### src/rtl/oam_scan_pkg.sv
package oam_scan_pkg;
  localparam int BYTE_W  = 8;
  localparam int ENTRY_W = 3 * BYTE_W;

  typedef struct packed {
    logic [BYTE_W-1:0] addr;
    logic [BYTE_W-1:0] y;
    logic [BYTE_W-1:0] x;
  } sel_entry_t;

  // Vertical coverage test done one bit wider than a byte so no term wraps.
  function automatic logic covers_line(input logic [BYTE_W-1:0] y,
                                       input logic [BYTE_W-1:0] line,
                                       input logic [BYTE_W:0]   height,
                                       input logic [BYTE_W:0]   offset);
    logic [BYTE_W:0] l_ext;
    logic [BYTE_W:0] y_ext;
    l_ext = {1'b0, line} + offset;
    y_ext = {1'b0, y};
    return (y_ext <= l_ext) && (l_ext < (y_ext + height));
  endfunction
endpackage

### src/rtl/oam_scan_seq.sv
module oam_scan_seq #(
  parameter int NUM_ENTRIES = 40,
  parameter int ENTRY_BYTES = 4,
  parameter int AW          = 8
) (
  input  logic          clk,
  input  logic          rst,
  input  logic          start_i,
  output logic          active_o,
  output logic [AW-1:0] mem_addr_o,
  output logic [AW-1:0] entry_base_o,
  output logic          y_phase_o,
  output logic          tail_o,
  output logic          done_o,
  output logic          render_o
);
  localparam int IDX_W = $clog2(NUM_ENTRIES);
  localparam int SUB_W = $clog2(ENTRY_BYTES);
  localparam logic [IDX_W-1:0] LAST_IDX = IDX_W'(NUM_ENTRIES - 1);
  localparam int SPAN  = NUM_ENTRIES * ENTRY_BYTES;

  logic             active_q;
  logic             phase_q;
  logic [IDX_W-1:0] idx_q;
  logic             tail_q;
  logic             done_q;
  logic             render_q;

  always_ff @(posedge clk) begin
    if (rst) begin
      active_q <= 1'b0;
      phase_q  <= 1'b0;
      idx_q    <= '0;
      tail_q   <= 1'b0;
      done_q   <= 1'b0;
      render_q <= 1'b0;
    end else if (start_i) begin
      active_q <= 1'b1;
      phase_q  <= 1'b0;
      idx_q    <= '0;
      tail_q   <= 1'b0;
      done_q   <= 1'b0;
      render_q <= 1'b0;
    end else begin
      done_q <= 1'b0;
      if (active_q) begin
        phase_q <= ~phase_q;
        if (phase_q) begin
          if (idx_q == LAST_IDX) begin
            active_q <= 1'b0;
            tail_q   <= 1'b1;
            idx_q    <= '0;
          end else begin
            idx_q <= idx_q + 1'b1;
          end
        end
      end
      if (tail_q) begin
        tail_q   <= 1'b0;
        done_q   <= 1'b1;
        render_q <= 1'b1;
      end
    end
  end

  assign entry_base_o = AW'({idx_q, {SUB_W{1'b0}}});
  assign mem_addr_o   = entry_base_o | AW'(phase_q);
  assign active_o     = active_q;
  assign y_phase_o    = active_q & phase_q;
  assign tail_o       = tail_q;
  assign done_o       = done_q;
  assign render_o     = render_q;


  addr_step_chk: assert property (@(posedge clk) disable iff (rst)
    (active_q && !phase_q && !start_i) |=> (mem_addr_o == $past(mem_addr_o) + 1'b1));

  addr_range_chk: assert property (@(posedge clk) disable iff (rst)
    active_q |-> (int'(mem_addr_o) < SPAN));

  done_pulse_chk: assert property (@(posedge clk) disable iff (rst)
    done_q |=> !done_q);

  render_rise_chk: assert property (@(posedge clk) disable iff (rst)
    $rose(render_q) |-> done_q);
endmodule

### src/rtl/oam_scan_match.sv
module oam_scan_match
  import oam_scan_pkg::*;
#(
  parameter int OBJ_SHORT   = 8,
  parameter int OBJ_TALL    = 16,
  parameter int LINE_OFFSET = 16
) (
  input  logic              clk,
  input  logic              rst,
  input  logic              start_i,
  input  logic              y_phase_i,
  input  logic [BYTE_W-1:0] entry_base_i,
  input  logic [BYTE_W-1:0] mem_data_i,
  input  logic [BYTE_W-1:0] line_i,
  input  logic              tall_i,
  input  logic              dma_busy_i,
  output logic              eval_o,
  output logic              skip_o,
  output logic              cand_valid_o,
  output sel_entry_t        cand_o
);
  logic [BYTE_W-1:0] y_q;
  logic [BYTE_W-1:0] base_q;
  logic              skip_q;
  logic              pend_q;
  logic [BYTE_W:0]   height;
  logic              hit;

  always_ff @(posedge clk) begin
    if (rst) begin
      y_q    <= '0;
      base_q <= '0;
      skip_q <= 1'b0;
      pend_q <= 1'b0;
    end else if (start_i) begin
      pend_q <= 1'b0;
      skip_q <= 1'b0;
    end else begin
      pend_q <= y_phase_i;
      if (y_phase_i) begin
        y_q    <= mem_data_i;
        base_q <= entry_base_i;
        skip_q <= dma_busy_i;
      end
    end
  end

  assign height = tall_i ? (BYTE_W+1)'(OBJ_TALL) : (BYTE_W+1)'(OBJ_SHORT);
  assign hit    = covers_line(y_q, line_i, height, (BYTE_W+1)'(LINE_OFFSET));

  assign eval_o       = pend_q;
  assign skip_o       = skip_q;
  assign cand_valid_o = pend_q & ~skip_q & hit;
  assign cand_o       = '{addr: base_q, y: y_q, x: mem_data_i};

  // the Y byte of a record is never judged twice in a row
  eval_single_chk: assert property (@(posedge clk) disable iff (rst)
    pend_q |=> !pend_q);
endmodule

### src/rtl/oam_scan_list.sv
module oam_scan_list
  import oam_scan_pkg::*;
#(
  parameter int MAX_HITS = 10,
  parameter int CNT_W    = $clog2(MAX_HITS + 1)
) (
  input  logic                        clk,
  input  logic                        rst,
  input  logic                        start_i,
  input  logic                        cand_valid_i,
  input  sel_entry_t                  cand_i,
  output logic [MAX_HITS*ENTRY_W-1:0] list_o,
  output logic [CNT_W-1:0]            count_o
);
  localparam logic [CNT_W-1:0] CAP = CNT_W'(MAX_HITS);

  sel_entry_t       slot_q [MAX_HITS];
  logic [CNT_W-1:0] count_q;
  logic             room;

  assign room = (count_q < CAP);

  always_ff @(posedge clk) begin
    if (rst || start_i) begin
      count_q <= '0;
    end else if (cand_valid_i && room) begin
      count_q <= count_q + 1'b1;
    end
  end

  for (genvar k = 0; k < MAX_HITS; k++) begin : g_slot
    always_ff @(posedge clk) begin
      if (rst || start_i) begin
        slot_q[k] <= '0;
      end else if (cand_valid_i && room && (count_q == CNT_W'(k))) begin
        slot_q[k] <= cand_i;
      end
    end
    assign list_o[k*ENTRY_W +: ENTRY_W] = slot_q[k];
  end

  assign count_o = count_q;


  no_overflow_chk: assert property (@(posedge clk) disable iff (rst)
    count_q <= CAP);

  start_clear_chk: assert property (@(posedge clk) disable iff (rst)
    start_i |=> (count_q == '0));

  count_step_chk: assert property (@(posedge clk) disable iff (rst)
    !start_i |=> ((count_q == $past(count_q)) || (count_q == $past(count_q) + 1'b1)));
endmodule

### src/rtl/oam_scan_selector.sv
module oam_scan_selector
  import oam_scan_pkg::*;
#(
  parameter int NUM_ENTRIES = 40,
  parameter int ENTRY_BYTES = 4,
  parameter int MAX_HITS    = 10,
  parameter int OBJ_SHORT   = 8,
  parameter int OBJ_TALL    = 16,
  parameter int LINE_OFFSET = 16,
  parameter int CNT_W       = $clog2(MAX_HITS + 1)
) (
  input  logic                        clk,
  input  logic                        rst,
  input  logic                        start_i,
  input  logic [BYTE_W-1:0]           line_i,
  input  logic                        tall_i,
  input  logic                        dma_busy_i,
  output logic                        mem_rd_o,
  output logic [BYTE_W-1:0]           mem_addr_o,
  input  logic [BYTE_W-1:0]           mem_data_i,
  output logic [MAX_HITS*ENTRY_W-1:0] sel_list_o,
  output logic [CNT_W-1:0]            sel_count_o,
  output logic                        done_o,
  output logic                        render_mode_o
);
  logic              y_phase;
  logic              tail;
  logic [BYTE_W-1:0] entry_base;
  logic              eval;
  logic              skip;
  logic              cand_valid;
  sel_entry_t        cand;

  oam_scan_seq #(
    .NUM_ENTRIES(NUM_ENTRIES),
    .ENTRY_BYTES(ENTRY_BYTES),
    .AW         (BYTE_W)
  ) u_seq (
    .clk         (clk),
    .rst         (rst),
    .start_i     (start_i),
    .active_o    (mem_rd_o),
    .mem_addr_o  (mem_addr_o),
    .entry_base_o(entry_base),
    .y_phase_o   (y_phase),
    .tail_o      (tail),
    .done_o      (done_o),
    .render_o    (render_mode_o)
  );

  oam_scan_match #(
    .OBJ_SHORT  (OBJ_SHORT),
    .OBJ_TALL   (OBJ_TALL),
    .LINE_OFFSET(LINE_OFFSET)
  ) u_match (
    .clk         (clk),
    .rst         (rst),
    .start_i     (start_i),
    .y_phase_i   (y_phase),
    .entry_base_i(entry_base),
    .mem_data_i  (mem_data_i),
    .line_i      (line_i),
    .tall_i      (tall_i),
    .dma_busy_i  (dma_busy_i),
    .eval_o      (eval),
    .skip_o      (skip),
    .cand_valid_o(cand_valid),
    .cand_o      (cand)
  );

  oam_scan_list #(
    .MAX_HITS(MAX_HITS),
    .CNT_W   (CNT_W)
  ) u_list (
    .clk         (clk),
    .rst         (rst),
    .start_i     (start_i),
    .cand_valid_i(cand_valid),
    .cand_i      (cand),
    .list_o      (sel_list_o),
    .count_o     (sel_count_o)
  );


  dma_hold_chk: assert property (@(posedge clk) disable iff (rst)
    (eval && skip && !start_i) |=> $stable(sel_count_o));

  last_judged_chk: assert property (@(posedge clk) disable iff (rst)
    tail |-> (eval && !mem_rd_o));

  done_idle_chk: assert property (@(posedge clk) disable iff (rst)
    done_o |-> (!mem_rd_o && render_mode_o));
endmodule

### config.mk
export PLATFORM = sky130hd
export DESIGN_NAME = oam_scan_selector
export DESIGN_NICKNAME = d
export VERILOG_FILES = /design/src/rtl/oam_scan_pkg.sv /design/src/rtl/oam_scan_seq.sv /design/src/rtl/oam_scan_match.sv /design/src/rtl/oam_scan_list.sv /design/src/rtl/oam_scan_selector.sv
export SDC_FILE = /design/constraint.sdc
export NUM_CORES = 1
export LEC_CHECK = 0
export BUFFER_PORTS_ARGS = -buffer_cell sky130_fd_sc_hd__buf_2
export CAP_MARGIN = 10
export CORE_MARGIN = 1
export CORE_UTILIZATION = 45
export CTS_BUF_LIST = sky130_fd_sc_hd__clkbuf_4
export DETAILED_ROUTE_END_ITERATION = 8
export MAX_ROUTING_LAYER = met4
export PLACE_DENSITY = 0.84
export SLEW_MARGIN = 40
export SYNTH_ARGS = -nofsm -noshare
export SYNTH_HDL_FRONTEND = slang
export SYNTH_SLANG_ARGS = --single-unit
export TNS_END_PERCENT = 5
### constraint.sdc
create_clock -name clk -period 5 [get_ports clk]
set_input_delay 0.75 -clock clk [delete_from_list [all_inputs] [get_ports clk]]
set_output_delay 0.75 -clock clk [all_outputs]
set_load 0.01 [all_outputs]
# ---- Word-level counts from Yosys, hierarchy flattened
# Memory sizes are Yosys's and may differ from the RTL's.
# Cells that the tools add are included.
dict set report classes {
  add_sub_neg 4
  n_mul 0
  div_mod_pow 0
  order_cmp 3
  n_eq_ne 10
  shift 0
  muxes 50
  n_bitwise 18
  n_reduce_logical 18
}
# operator count
set ops {}
lappend ops {{$mux W22} 10}
lappend ops {{$mux W1} 38}
lappend ops {{$eq A4 B3 Y1 const B} 4}
lappend ops {{$logic_and A1 B1 Y1} 12}
lappend ops {{$or A1 B1 Y1} 10}
lappend ops {{$add A8 B5 Y9 const B} 1}
lappend ops {{$add A8 B9 Y9} 1}
lappend ops {{$le A8 B9 Y1} 1}
lappend ops {{$lt A9 B9 Y1} 1}
lappend ops {{$eq A4 B2 Y1 const B} 2}
lappend ops {{$eq A4 B4 Y1 const B} 2}
lappend ops {{$or A8 B1 Y8} 1}
lappend ops {{$add A6 B1 Y6 const B} 1}
lappend ops {{$eq A6 B6 Y1 const B} 1}
lappend ops {{$mux W6} 1}
lappend ops {{$mux W5} 1}
lappend ops {{$reduce_or A5 Y1} 1}
lappend ops {{$add A4 B1 Y4 const B} 1}
lappend ops {{$eq A4 B1 Y1 const B} 1}
lappend ops {{$logic_not A4 Y1} 1}
lappend ops {{$lt A4 B4 Y1 const B} 1}
lappend ops {{$not A1 Y1} 4}
lappend ops {{$reduce_and A2 Y1} 2}
lappend ops {{$and A1 B1 Y1} 3}
lappend ops {{other kinds (2)} 2}
dict set report totals {
  reg_bits 31
  latch_bits 0
  mem_bits_rw 220
  romBits 0
  inputBits 21
  output_inout_bits 255
  word_cells 115
  mem_count 1
}
# name words width read_ports rd_ports_with_merged_regs write_ports line_no
set memory_table {}
lappend memory_table {u_list.slot_q 10 22 10 0 10 oam_scan_list.sv:17} ;# sel_entry_t slot_q [MAX_HITS];

# ---- Logic depth before layout (Yosys ltp)
dict set report logic_depth {
  ltp_word 11
  mapped_depth 14
  ltp_nobuf 12
}

# ---- By module
# From an unflattened synthesis, not the netlist that was laid out.
dict set report unflattened {
  hier_cells 833
  hier_area_um2 10731.5
}
# mod instances cells_each area_per_inst_um2 seq_area_each_um2
set modules_own_cells {}
lappend modules_own_cells {oam_scan_list 1 611 8951.1 7287.0}
lappend modules_own_cells {oam_scan_match 1 158 1237.4 360.3}
lappend modules_own_cells {oam_scan_seq 1 64 543.0 220.2}

# ---- Worst setup path before layout
# OpenSTA, ideal clock, no wires.
dict set report synth_timing {
  kind {input to register}
  start {in tall_i}
  end {mem u_list.slot_q[8][0] (netlist bit), enable pin}
  setup_ps 432
  t_arrival_ps 4517
  t_required_ps 4568
  slack_ps 51
  stages 14
  path_buffers 2
  cell_sequence {inv_1 ha_1 inv_1 fa_1 nor2_1 xnor2_1 ha_1 a211o_1 o211ai_1 and2_1 clkbuf_1 nand3_1 clkbuf_1 o21ai_0}
}
# item line_no
set synth_lines {}
lappend synth_lines {{start, declared} oam_scan_selector.sv:16} ;# input logic tall_i,
lappend synth_lines {{end, declared} oam_scan_list.sv:17}

==> flow_summary.toml <==
[power]
powerDensity_nw_per_um2 = 341
ir_drop_mv = 0.134
power.leakage_nw = 5.23
total_power_mw = 4.17

[yosys]
synthMuxAreaShare_pct = 0.200
netlist_area_sq_um = 10000
yosysTopAreaCellShare_pct = 65.9
synth_compound_area_share_pct = 2.72
yosysTopAreaCell = "edfxtp_1"
synth_cells = 791
synth_area_leaders = "edfxtp_1 66%, nor2_1 6.9%, dfxtp_1 6.2%, nand2_1 3.8%, ha_1 3.1%"
synth_top_family_by_area = "simple AND/OR/NAND/NOR gates"
synth_seq_area_share_pct = 72.1
ys_ff_latch = 251
synthSimpleGateAreaFrac_pct = 16.3
synth_fa_ha_area_share_pct = 3.32
synth-xor-area-share_pct = 0.961
yosysWarningCount = 0
syn_avg_cell_area_sq_um = 12.7
yosysUniqueCellTypes = 42

[clock_network]
cts_tree = "built"
cts-resized-gates = 0
cts_num_sinks = 251
clkTransAtPathRegs_ns = 0.06
clk_latency_ns = 0.68
numCtsBuffers = 58
hold_buffers = 0
htree_levels = 2
clockBufferDepth = 3
cts-root-buf = "clkbuf_4"
post_cts_buffers = 0

[sta]
worstMarginPinSlew_ns = 0.671
layout_setup_ws_ns = 1.15
setup_tns_ns = 0
slew_viol_final = 0
fmax_mhz = 260
rsz0062_at_grt = "no"
period_share_pct = 77.1
hold_violations = 0
relSlewSlack_pct = 55.0
fin_skew_ns = 0.0283
setup_viol = 0
period_needed_ns = 3.85

[final_layout]
n_fill_cell = 1827
syn_to_final_growth_pct = 22.0
drive_gt1_share_pct = 34.7
utilization_pct = 56.1
final_cells = 1398
layout_commonest_cell = "buf_2"
layout_common_cells = "254 x buf_2, 220 x edfxtp_1, 182 x nor2_1, 102 x nand2_1, 84 x clkbuf_4"
seq_area_sq_um = 7230
fin_nets = 1129
multi_input_area_sq_um = 2490

[placed_design]
dp_hpwl_mm = 19.5
portBuffers = 254
dpl_worst_slack_ns = 0.820
place_inst = 1300
gp_congestion = 0.863

[die]
fp.dieW_um = 151
start_util_pct = 46.0
coreArea_sq_um = 21800
io_pins = 276
fp-row-count = 54
die-area_sq_um = 22900
die_h_um = 151

[worst_setup_path]
path_class = "flop to flop"
worst_ep_required_time_ns = 5.34
end_kind = "flop"
start_kind = "flop"
arrival_ns = 4.19
worst-path-max-fanout = 22

[grt]
grt_overflow = 0
grt_pass1_wl_mm = 39.3
antenna_found_initial = 1
track_usage_pct = 24.6
grt_max_degree = 49
first_global_vias = 6661

[detailed_routing]
drt_iter0_markers = 595
via_per_inst = 5.14
firstDrtPassIters = 5
vias = 7191
drc = 0
drt_wl_total_mm = 27.6
ant_nets = 0
drt-wirelength-per-cell_um = 19.8

[run_status]
status = "complete, no violations"

[hold_path]
min_path_type = "input port to flop"

[run]
cap_violations = 0
[path summary, 6_finish.rpt]
| check | start | cells past startpoint | slack (ns) | to |
|---|---|---|---|---|
| setup reg to reg | u_match.y_q[3] | 13 | 1.15 | u_list.slot_q[7][19] |
| setup / recovery | u_match.y_q[3] | 13 | 1.15 | u_list.slot_q[7][19] |
| hold reg to reg | u_seq.tail_o | 1 | 0.46 | u_seq.tail_o |
| hold / removal | dma_busy_i | 3 | 0.33 | u_match.skip_o |
[area by class of cell]
cell class | instances | area share, %
clock buffer | 84 | 5.15
tap | 280 | 2.86
timing repair buffer | 271 | 11.4
multi-input combinational | 478 | 20.4
sequential | 251 | 59.1
clock inverter | 11 | 0.389
antenna | 1 | 0.0205
inverter | 22 | 0.675
[power by group]
group	switching (mW)	internal, mW
Clock	0.766	0.762
Sequential	0.0322	2.35
Combinational	0.174	0.0843
Total	0.973	3.20
[sequential cells by signal (all words and copies together) (netlist names)]
register,count
u_seq.phase_q,1
u_seq.render_o,1
u_seq.active_o,1
u_match.y_q,8
u_match.skip_o,1
u_list.slot_q,220
u_seq.tail_o,1
u_seq.done_o,1
u_list.count_o,4
u_seq.idx_q,6
u_match.base_q,6
u_match.eval_o,1
[critical path: stages, from the launching register on]
cell,delay [ns]
dfxtp_1,0.57
ha_1,0.25
inv_1,0.06
fa_1,0.40
nor2_1,0.14
xnor2_1,0.08
ha_1,0.23
a211o_1,0.27
o211ai_1,0.12
and2_1,0.25
nand3_1,0.34
buf_4,0.33
o21ai_2,0.13
buf_4,0.32
[kinds of logic (layout without fill, tap and decap cells)]
family | after synthesis | in the layout
AO/OA/AOI/OAI | 46 | 46
multiplexers | 2 | 2
buffers and inverters | 82 | 388
flip-flops | 251 | 251
adder cells (fa/ha/maj) | 26 | 26
AND/OR/NAND/NOR | 372 | 372
other | 1 | 22
XOR/XNOR | 11 | 11
[per-layer routing]
metal,share of wire [%],GRT usage [%],up-vias
met5,0,-,-
met3,11,6.75,67
met1,39,30.1,3398
li1,-,-,3274
met4,3.3,10.1,0
met2,47,38.4,452
[cells in the mapped netlist (all sizes together)]
| master | number |
|---|---|
| dfxtp | 31 |
| o211ai | 1 |
| nor4 | 3 |
| nor2 | 194 |
| o2111ai | 1 |
| xnor2 | 4 |
| nor2b | 2 |
| o31a | 1 |
| edfxtp | 220 |
| ha | 25 |
| o221ai | 1 |
| and2 | 39 |
| inv | 22 |
| mux2i | 2 |
| o31ai | 1 |
| or2 | 2 |
| a41o | 1 |
| nand3 | 6 |
| or3 | 3 |
| xor2 | 7 |
| o41ai | 2 |
| nand2b | 2 |
| nor3 | 8 |
| o21ai | 14 |
| nand4 | 8 |
| o2111a | 1 |
| nand4b | 2 |
| conb | 1 |
| a211o | 1 |
| a21o | 1 |
| a21oi | 21 |
| fa | 1 |
| clkbuf | 31 |
| buf | 29 |
| nand2 | 102 |
| and3 | 1 |
[metrics by stage]
stage | instance area, sq um | hold WS [ns]
floorplan | 10100 | 0.416
global placement | 11500 | 0.441
detailed placement | 11500 | 0.451
CTS | 12200 | 0.297
global route | 12200 | 0.301
finish | 12200 | 0.329
No activity file was read; power rests on OpenSTA's default activity.
